## config.mk

```make
export PLATFORM = sky130hd
export DESIGN_NAME = crc_accum
export DESIGN_NICKNAME = d
export VERILOG_FILES = /design/src/rtl/rom_crc_pkg.sv /design/src/rtl/crc16_byte_step.sv /design/src/rtl/crc_accum.sv
export SDC_FILE = /design/constraint.sdc
export NUM_CORES = 1
export LEC_CHECK = 0
export BUFFER_PORTS_ARGS = -buffer_cell sky130_fd_sc_hd__buf_2
export CAP_MARGIN = 20
export CORE_MARGIN = 3
export CORE_UTILIZATION = 45
export CTS_BUF_LIST = sky130_fd_sc_hd__clkbuf_16
export DETAILED_ROUTE_END_ITERATION = 16
export HOLD_SLACK_MARGIN = 0.12
export PLACE_DENSITY_LB_ADDON = 0.3
export SYNTH_ARGS = -nofsm -noshare
export SYNTH_HDL_FRONTEND = slang
export SYNTH_SLANG_ARGS = --single-unit
```

## constraint.sdc

```tcl
create_clock -name clk -period 1.97 [get_ports clk]
set_input_delay 0 -clock clk [delete_from_list [all_inputs] [get_ports clk]]
set_output_delay 0 -clock clk [all_outputs]
set_load 0.05 [all_outputs]
```

## src/rtl/rom_crc_pkg.sv

```systemverilog
package rom_crc_pkg;
  localparam int BYTE_W = 8;
  localparam int CRC_W  = 16;
  localparam logic [CRC_W-1:0] CRC_SEED = 16'hFFFF;

  typedef enum logic [0:0] {
    CTL_IDLE = 1'b0,
    CTL_RUN  = 1'b1
  } ctl_state_e;
endpackage

```

## src/rtl/crc16_byte_step.sv

```systemverilog
// One byte of the shift/XOR CRC update, purely combinational.
module crc16_byte_step
  import rom_crc_pkg::*;
(
  input  logic [CRC_W-1:0]  crc_in,
  input  logic [BYTE_W-1:0] byte_in,
  output logic [CRC_W-1:0]  crc_out
);
  logic [BYTE_W-1:0] mix0;
  logic [BYTE_W-1:0] mix1;
  logic [BYTE_W-1:0] low_b;
  logic [BYTE_W-1:0] high_b;

  always_comb begin
    mix0   = byte_in ^ crc_in[7:0];
    mix1   = mix0 ^ (mix0 >> 4);
    low_b  = (mix1 << 4) ^ crc_in[15:8] ^ (mix1 >> 3);
    high_b = (mix1 << 5) ^ mix1;
    crc_out = {high_b, low_b};
  end
endmodule

```

## src/rtl/crc_accum.sv

```systemverilog
// Holds the CRC register and counts the bytes still to arrive.
module crc_accum
  import rom_crc_pkg::*;
#(
  parameter int LEN_W = 17
) (
  input  logic              clk,
  input  logic              rst,
  input  logic              init,
  input  logic [LEN_W-1:0]  count,
  input  logic              vld,
  input  logic [BYTE_W-1:0] data,
  output logic [CRC_W-1:0]  crc_q,
  output logic [CRC_W-1:0]  crc_nxt,
  output logic              last
);
  logic [LEN_W-1:0] recv_left;

  crc16_byte_step u_step (
    .crc_in  (crc_q),
    .byte_in (data),
    .crc_out (crc_nxt)
  );

  assign last = vld && (recv_left == LEN_W'(1));

  always_ff @(posedge clk) begin
    if (rst) begin
      crc_q     <= CRC_SEED;
      recv_left <= '0;
    end else if (init) begin
      crc_q     <= CRC_SEED;
      recv_left <= count;
    end else if (vld) begin
      crc_q     <= crc_nxt;
      recv_left <= recv_left - 1'b1;
    end
  end
endmodule

```

# Yosys cells after proc, flatten, opt, wreduce, memory -nomap -nowiden
# Index checks and enable logic that the tools add are counted.
# totals
reg_bits	33
input_bits	29
# op_classes
n_reduce_logical	3
eq_ne	1
n_addsub	1
muxes	2
bitwise_logic	5
# ops
cell	n
17-bit 2-to-1 mux	2
8-bit bitwise XOR	3
17-bit by 1-bit equality test with 1-bit output (second input constant)	1
17-bit by 1-bit subtractor with 17-bit output (second input constant)	1
8-bit by 4-bit bitwise XOR with 8-bit output	1
8-bit by 5-bit bitwise XOR with 8-bit output	1
2-bit nonzero test	1
2-bit OR reduction	1
1-bit logical AND	1

# Logic depth before layout (Yosys ltp)
# Gate-level depths: netlist of the first run.
# depth
word_depth	4
depth_mapped	6

# Modules after synthesis
# A second synthesis of the first run with hierarchy kept.
# unflattened
hier_cells	193
hier_area_um2	1910.6
# by_module_without_submodules
mod	area_each_um2	cells_each	instances
crc_accum	1519.0	168	1
crc16_byte_step	391.6	25	1

# Least setup slack after synthesis of the first run
# OpenSTA, ideal clock, no wires.
# synth_path
path_type	reg2reg
start	reg crc_q[7]
end	reg crc_q[0]
required_ns	1.910
period_less_slack_ns	3.106
arrival_ns	3.046
path_stages_with_launch	5
path_buffers	0
slack_ns	-1.136
path_cell_list	dfxtp_1 xnor2_1 xnor2_1 xor2_1 a21bo_2
# synth_via
elab_chain_cells	3
# synth_lines
element	line_no	source
start: declaration	crc_accum.sv:13	output logic [CRC_W-1:0] crc_q,
start signal: assignment	crc_accum.sv:35	crc_q <= crc_nxt;
8-bit bitwise XOR	crc16_byte_step.sv:15	mix0 = byte_in ^ crc_in[7:0];
8-bit by 4-bit bitwise XOR with 8-bit output	crc16_byte_step.sv:16	mix1 = mix0 ^ (mix0 >> 4);
8-bit by 5-bit bitwise XOR with 8-bit output	crc16_byte_step.sv:17	low_b = (mix1 << 4) ^ crc_in[15:8] ^ (mix1 >> 3);
net crc_nxt[0]	crc_accum.sv:14	output logic [CRC_W-1:0] crc_nxt,
# The timed path passes the listed nets, and every way through them passes these cells.
# A chain may end at the register's enable or synchronous reset.

# Final worst setup path of the first run
# layout_path
start	reg recv_left[8]
end	out last
# layout_via
elab_chain_cells	2
# layout_lines
element	line_no	source
start: declaration	crc_accum.sv:17	logic [LEN_W-1:0] recv_left;
start signal: assignment	crc_accum.sv:33	recv_left <= count;
start signal: assignment	crc_accum.sv:36	recv_left <= recv_left - 1'b1;
17-bit by 1-bit equality test with 1-bit output	crc_accum.sv:25	assign last = vld && (recv_left == LEN_W'(1));
1-bit logical AND	crc_accum.sv:25	
end: declaration	crc_accum.sv:15	output logic last
# Every way passes these cells.

==> run summary, run 1 <==
Outcome - completed
Syn Inst Count - 213
CP Launch Point - recv_left[8]$_SDFFE_PP0P_
Max clock buf depth - 2
Slew Viols, Final - 0
Pwr Total - 2506 uW
Total die area - 4948 sq um
DR pass1 iterations - 4
Synth cell types - 42
Last weighted congestion value of the routability-driven placer - 0.8517
Synth area leader - dfxtp_1
RSZ-0062 raised after global routing - no
Setup bufs post-CTS - 0
Mapped Avg Cell Area - 8.747 sq um
Initial antenna violation count - 0
Clk_lat worst skew - 0.28 ns
GRT Residual Overflow - 0
Root buf cell - clkbuf_16
Final min period - 1.806 ns
Syn nets - 244
Worst-path clk slew - 0.05 ns
Switching Fraction - 0.3958
Crit share post-route - 0.9169
Routed via count - 1808
EDFF count, synth - 0
Max rail drop VDD - 0.8509 mV
Fmax - 553.6 MHz
YS warnings - 0
Arr. time, crit path - 1.81 ns
Hold_buf cts - 16
CP Class - flip-flop to output port
Most frequent cells in the layout - buf_2 (61), nor2_1 (35), dfxtp_1 (25)
Hold/Removal Path Class - input pin to flip-flop
Die Width - 70.35 microns
Initial Util - 0.4869
MaxCap Viol Count - 0
Gate power share - 0.404
Area Growth Syn to Fin - 46.34%
Final std cells w/o fill - 337
Vias in the first global route - 1665
Share of post-route cells with drive strength above 1 - 0.3633
Worst setup margin - 0.1637 ns
Total GRT Usage - 0.1986
Worst R2R Start - recv_left[2]$_SDFFE_PP0P_
Post-route cell area - 2726 sq um
Largest net degree at the start of global routing - 27
Post-Place Cells - 313
Top Ports - 62
Core area - 3826 sq um
Share of the synthesized area in the top cell type - 0.3546
Seq/Total Area, Yosys - 0.3546
Sequential cell fraction of total power - 0.310
CTS tree - built
Worst-Margin Slew - 0.6633 ns
# diodes - 0
Psw - 992.1 uW
Leak Pwr - 0.001075 uW
Die Y - 70.35 microns
H-tree depth - 2
Cell Rows - 22
DRT iter0 DRCs - 105
Crit start category - flip-flop
Fin nets - 319
First-pass GRT wire length - 7928 microns
Clk pwr share - 0.286
Dpl hpwl - 3366 microns
Routed Antenna Nets - 0
WL final - 4702 microns
Clock Skews - 0.006211 ns
Hold Crit Start - count[13]
Vias/cell - 5.365
Final setup violating endpoints - 0
Worst setup EP type - output port
CTS buffer count - 5
Ys async rst share - 0
Final Hold Fails - 0
Synth top area cells - dfxtp_1 (35%), nor2_1 (7.1%), xnor2_1 (6.6%)
Pwr dens - 919.4 nW/um^2
Synth Flop Type - dfxtp_1
Required time of the worst setup path - 1.97 ns
# fillers - 304
Routed wire per std cell - 13.95 microns
Clock Sinks - 33
DRC - 0
Area after DPL - 2430 sq um
Mapped Area - 1863 sq um
DP Worst Slack - 0.2910 ns
Commonest non-fill, non-tap cell in the layout - buf_2
Number of I/O port buffers - 61
Internal power - 1514 uW
Max_slew headroom - 0.5573
Post_cts resized - 0
Crit-path max FO - 6
Synthesized flop and latch total - 33
==> synth_stat cells (5+ instances only) <==
cell type and count:
o21ai_0 12, inv_1 6, nand2_1 9, nor3_1 5, or3_1 7, a311oi_1 5, a211oi_1 7, clkbuf_1 10
dfxtp_1 33, a21oi_1 11, xor2_1 12, xnor2_1 14, nor2_1 35, xnor2_2 5
==> state kept, by name, indices dropped and copies added (netlist names) <==
name       flops
recv_left     17
crc_q         16
==> per-layer routing <==
metal	up-vias	GRT usage	part of all wire
li1	906	-	-
met1	839	0.2780	0.46
met2	57	0.2994	0.47
met3	6	0.04892	0.059
met4	0	0.06170	0.013
met5	-	0	0
==> layout make-up <==
cell class | instances | area, sq um | share of cell area
Clock buffer | 5 | 125.1 | 0.04589
Clock inverter | 3 | 11.26 | 0.004130
Inverter | 6 | 22.52 | 0.008261
Multi-Input combinational cell | 162 | 1346 | 0.4938
Sequential cell | 33 | 673.1 | 0.2469
Tap cell | 48 | 60.06 | 0.02203
Timing Repair Buffer | 80 | 488.0 | 0.1790
==> path summary, 6_finish.rpt <==
kind | end | slack, ns | cells past startpoint
worst max-delay path | last | 0.16 | 4
worst max register to register | recv_left[15]$_SDFFE_PP0P_ | 0.29 | 4
worst min register to register | crc_q[1]$_SDFFE_PP1P_ | 0.51 | 2
worst min-delay path | recv_left[13]$_SDFFE_PP0P_ | 0.13 | 4
==> power groups by stage <==
stage | combinational [uW] | sequential (uW) | clock (uW)
2_1_floorplan | 741 | 847 | 0
3_3_place_gp | 985 | 788 | 0
3_5_place_dp | 989 | 790 | 0
4_1_cts | 1020 | 777 | 730
5_1_grt | 1070 | 786 | 755
6_report | 1010 | 778 | 716
==> cells by family after synthesis <==
family / synth area share
compound gates: 0.1860
flops: 0.3546
simple gates: 0.2290
buf+inv: 0.04231
xor+xnor: 0.1746
fa+ha+maj: 0.01343
==> through the flow <==
step / setup TNS (ns) / hold slack, ns / util
CTS: 0 / 0.1248 / 0.7126
detailed placement: 0 / 0.2761 / 0.6351
finish: 0 / 0.1263 / 0.7126
global route: 0 / 0.1586 / 0.7126
global placement: 0 / 0.2573 / 0.6351
floorplan: -0.07854 / 0.1446 / -
==> worst max-delay path: stages, from the launching register on <==
cell	delay, ns
dfxtp_1	0.37
nor4_2	0.45
nand4_1	0.24
nor3_2	0.19
buf_2	0.28
Power figures use the tool's default switching activity.
==> run 2: changes to the inputs <==
Settings changed: CORE_MARGIN 3 to 5, SLEW_MARGIN from default to 20, SYNTH_HIERARCHICAL from default to 1.
==> run 2 against run 1 <==
Compared with the run above:
- combinational power about the same
- non-clock buffer count rose by 11
- sequential cell count did not move
- first-iteration DRC count is 38% lower
- critical path depth is 2 higher
==> run summary, run 2 <==
Largest net degree at the start of global routing - 24 (-11%)
DRC - 0 (unchanged)
Synth top area cells - dfxtp_1 (35%), mux2i_1 (8.4%), xnor3_1 (5.9%)
Crit share post-route - 0.9364 (+0.01951)
RSZ-0062 raised after global routing - no
Psw - 990.3 uW (-0.17%)
Clock Skews - 0.002972 ns (-0.003240 ns)
Final Hold Fails - 0 (unchanged)
CTS buffer count - 5 (unchanged)
YS warnings - 6 (+6)
Fmax - 542.1 MHz (-2.1%)
Post-route cell area - 2716 sq um (-0.37%)
Final std cells w/o fill - 332 (-1.5%)
DR pass1 iterations - 4 (unchanged)
EDFF count, synth - 0 (unchanged)
Arr. time, crit path - 2.06 ns (+0.25 ns)
Clk pwr share - 0.290 (+0.004)
Post-layout util - 0.6694 (-0.04312)
Initial Util - 0.4709 (-0.01606)
Switching Fraction - 0.3913 (-0.004541)
Syn nets - 224 (-8.2%)
Clk_lat worst skew - 0.28 ns (about the same)
Worst setup margin - 0.1252 ns (-0.03844 ns)
Gate power share - 0.401 (-0.003)
R2R Setup Slk - 0.13 ns (-0.16 ns)
CP Class - flip-flop to flip-flop
Worst reg-to-reg path cell count - 6 (+2)
DRT iter0 DRCs - 65 (-38%)
Most frequent cells in the layout - buf_2 (61), dfxtp_1 (30), nand2_1 (29)
Slew Viols, Final - 0 (unchanged)
Top cells by count, synth - dfxtp_1 (33), nand2_1 (29), nor2_1 (18)
MaxCap Viol Count - 0 (unchanged)
Synth cell types - 33 (-21%)
Area Growth Syn to Fin - 42.17%
Sequential cell fraction of total power - 0.308 (-0.002)
Biggest regs - recv_left: 17 flops, crc_q: 16 flops
CTS tree - built
Routed wire per std cell - 14.36 microns (+3.0%)
Fin nets - 312 (-2.2%)
Final min period - 1.845 ns (+0.03844 ns)
Mapped Avg Cell Area - 9.899 sq um (+13%)
Clock Sinks - 33 (unchanged)
Top Ports - 62 (unchanged)
Total die area - 5649 sq um (+14%)
Worst-Margin Slew - 0.5142 ns (-0.1491 ns)
Leak Pwr - 0.001237 uW (+15%)
Number of I/O port buffers - 61 (unchanged)
Max rail drop VDD - 0.8048 mV (-5.4%)
Routed Antenna Nets - 0 (unchanged)
GRT met2 Usage - 0.2998 (+0.0004303)
Commonest non-fill, non-tap cell in the layout - buf_2
Syn Inst Count - 193 (-9.4%)
First-pass GRT wire length - 7734 microns (-2.4%)
Share of post-route cells with drive strength above 1 - 0.3262 (-0.03708)
H-tree depth - 2 (unchanged)
Internal power - 1541 uW (+1.7%)
Max reg flops - 17 (unchanged)
WL final - 4769 microns (+1.4%)
Most used routing layer - met2
Final setup violating endpoints - 0 (unchanged)
Ys async rst share - 0 (unchanged)
Worst setup EP type - flip-flop
Core area - 4058 sq um (+6.0%)
# diodes - 0 (unchanged)
Routed via count - 1688 (-6.6%)
Worst R2R Start - recv_left[0]$_SDFFE_PP0P_
R2R Path End - recv_left[1]$_SDFFE_PP0P_
Cell Rows - 23 (+4.5%)
Share of the synthesized area in the top cell type - 0.3458 (-0.008824)
DP Worst Slack - 0.1731 ns (-0.1179 ns)
Crit path capture - recv_left[1]$_SDFFE_PP0P_
Worst-path clk slew - 0.05 ns (about the same)
Area after DPL - 2338 sq um (-3.8%)
Crit start category - flip-flop
Vias/cell - 5.084 (-5.2%)
Initial antenna violation count - 0 (unchanged)
Vias in the first global route - 1769 (+6.2%)
Synth area leader - dfxtp_1
Post-Place Cells - 300 (-4.2%)
Dpl hpwl - 3358 microns (-0.24%)
Seq/Total Area, Yosys - 0.3458 (-0.008824)
Mapped Area - 1911 sq um (+2.6%)
Grt met1 use - 0.2048 (-0.07317)
Count leader, synth - dfxtp_1
Crit-path max FO - 6 (unchanged)
Die Y - 75.16 microns (+6.8%)
Root buf cell - clkbuf_16
Total GRT Usage - 0.1808 (-0.01784)
Hold/Removal Path Class - input pin to flip-flop
Met3 Track Usage GR - 0.06542 (+0.01650)
GRT Residual Overflow - 0 (unchanged)
Max clock buf depth - 2 (unchanged)
Setup bufs post-CTS - 0 (unchanged)
Max_slew headroom - 0.6547 (+0.09741)
Synthesized flop and latch total - 33 (unchanged)
Die Width - 75.16 microns (+6.8%)
CP Launch Point - recv_left[0]$_SDFFE_PP0P_
Required time of the worst setup path - 2.18 ns (+0.21 ns)
Synth Flop Type - dfxtp_1
Pwr dens - 931.8 nW/um^2 (+1.4%)
Outcome - completed
Post_cts resized - 0 (unchanged)
Top reg by flops - recv_left
# fillers - 346 (+14%)
Last weighted congestion value of the routability-driven placer - 0.7936 (-6.8%)
run 2: cell count changes in the layout (fill, tap and decap cells not counted), moves of 5 or more:
cell,change
nand2_1,+20
nor2_1,-17
mux2i_1,+16
dlygate4sd3_1,+8
o21ai_0,-8
a21oi_1,-6
xnor2_4,-6
dfxtp_1,+5
xnor3_1,+5
xor2_4,-5
run 2: metrics by stage:
stage / total power, uW / TNS [ns] / hold WS, ns
after global placement: 1763 / 0 / 0.2409
final: 2531 / 0 / 0.2270
after detailed placement: 1771 / 0 / 0.2398
after global routing: 2666 / 0 / 0.2368
after CTS: 2551 / 0 / 0.2212
after floorplan: 1561 / -0.2112 / 0.1360
run 2: area by class of cell:
type                       count  area [sq um]  area share
inverter                       5         18.77    0.006909
clock inverter                 3         12.51    0.004606
multi-input combinational    145          1242      0.4574
tap                           50         62.56     0.02303
clock buffer                   5         125.1     0.04606
timing repair buffer          91         590.6      0.2174
sequential                    33         664.4      0.2446
run 2: kinds of logic after synthesis:
group,share of synthesized area
AOI/OAI and AO/OA,0.08906
xor gates and xnor gates,0.2489
adders and majority gates,0.01310
buffers and inverters,0.03012
DFF,0.3458
muxes,0.08382
and+or+nand+nor,0.1892
run 2: timing repair:
item                                    CTS  global route
hold endpoints to repair                 17             0
endpoints found under the setup margin    0             0
hold buffers                             24             0
run 2: per-layer routing:
| metal | share of wire | up-vias |
|---|---|---|
| li1 | - | 849 |
| met1 | 0.42 | 780 |
| met2 | 0.49 | 50 |
| met3 | 0.075 | 9 |
| met4 | 0.019 | 0 |
| met5 | 0 | - |
run 2: worst min-delay path by stage:
stage | startpoint | to | slack [ns] | cells after the start
2_1_floorplan | init | recv_left[0]$_SDFFE_PP0P_ | 0.14 | 2
3_3_place_gp | count[1] | recv_left[1]$_SDFFE_PP0P_ | 0.24 | 3
3_5_place_dp | count[1] | recv_left[1]$_SDFFE_PP0P_ | 0.24 | 3
4_1_cts | init | crc_q[14]$_SDFFE_PP1P_ | 0.22 | 4
5_1_grt | init | crc_q[8]$_SDFFE_PP1P_ | 0.24 | 4
6_report | init | crc_q[8]$_SDFFE_PP1P_ | 0.23 | 4
run 2: critical path, stage by stage, from the launching register on:
cell,delay (ns)
dfxtp_1,0.43
inv_1,0.07
ha_1,0.30
a211oi_1,0.25
a21oi_1,0.06
dlygate4sd3_1,0.57
nor2_1,0.10
run 2: power groups by stage:
stage	clock [uW]	sequential, uW	combinational (uW)
floorplan	0	856	706
global placement	0	791	972
detailed placement	0	792	979
CTS	749	779	1020
global route	795	788	1080
finish	735	780	1020
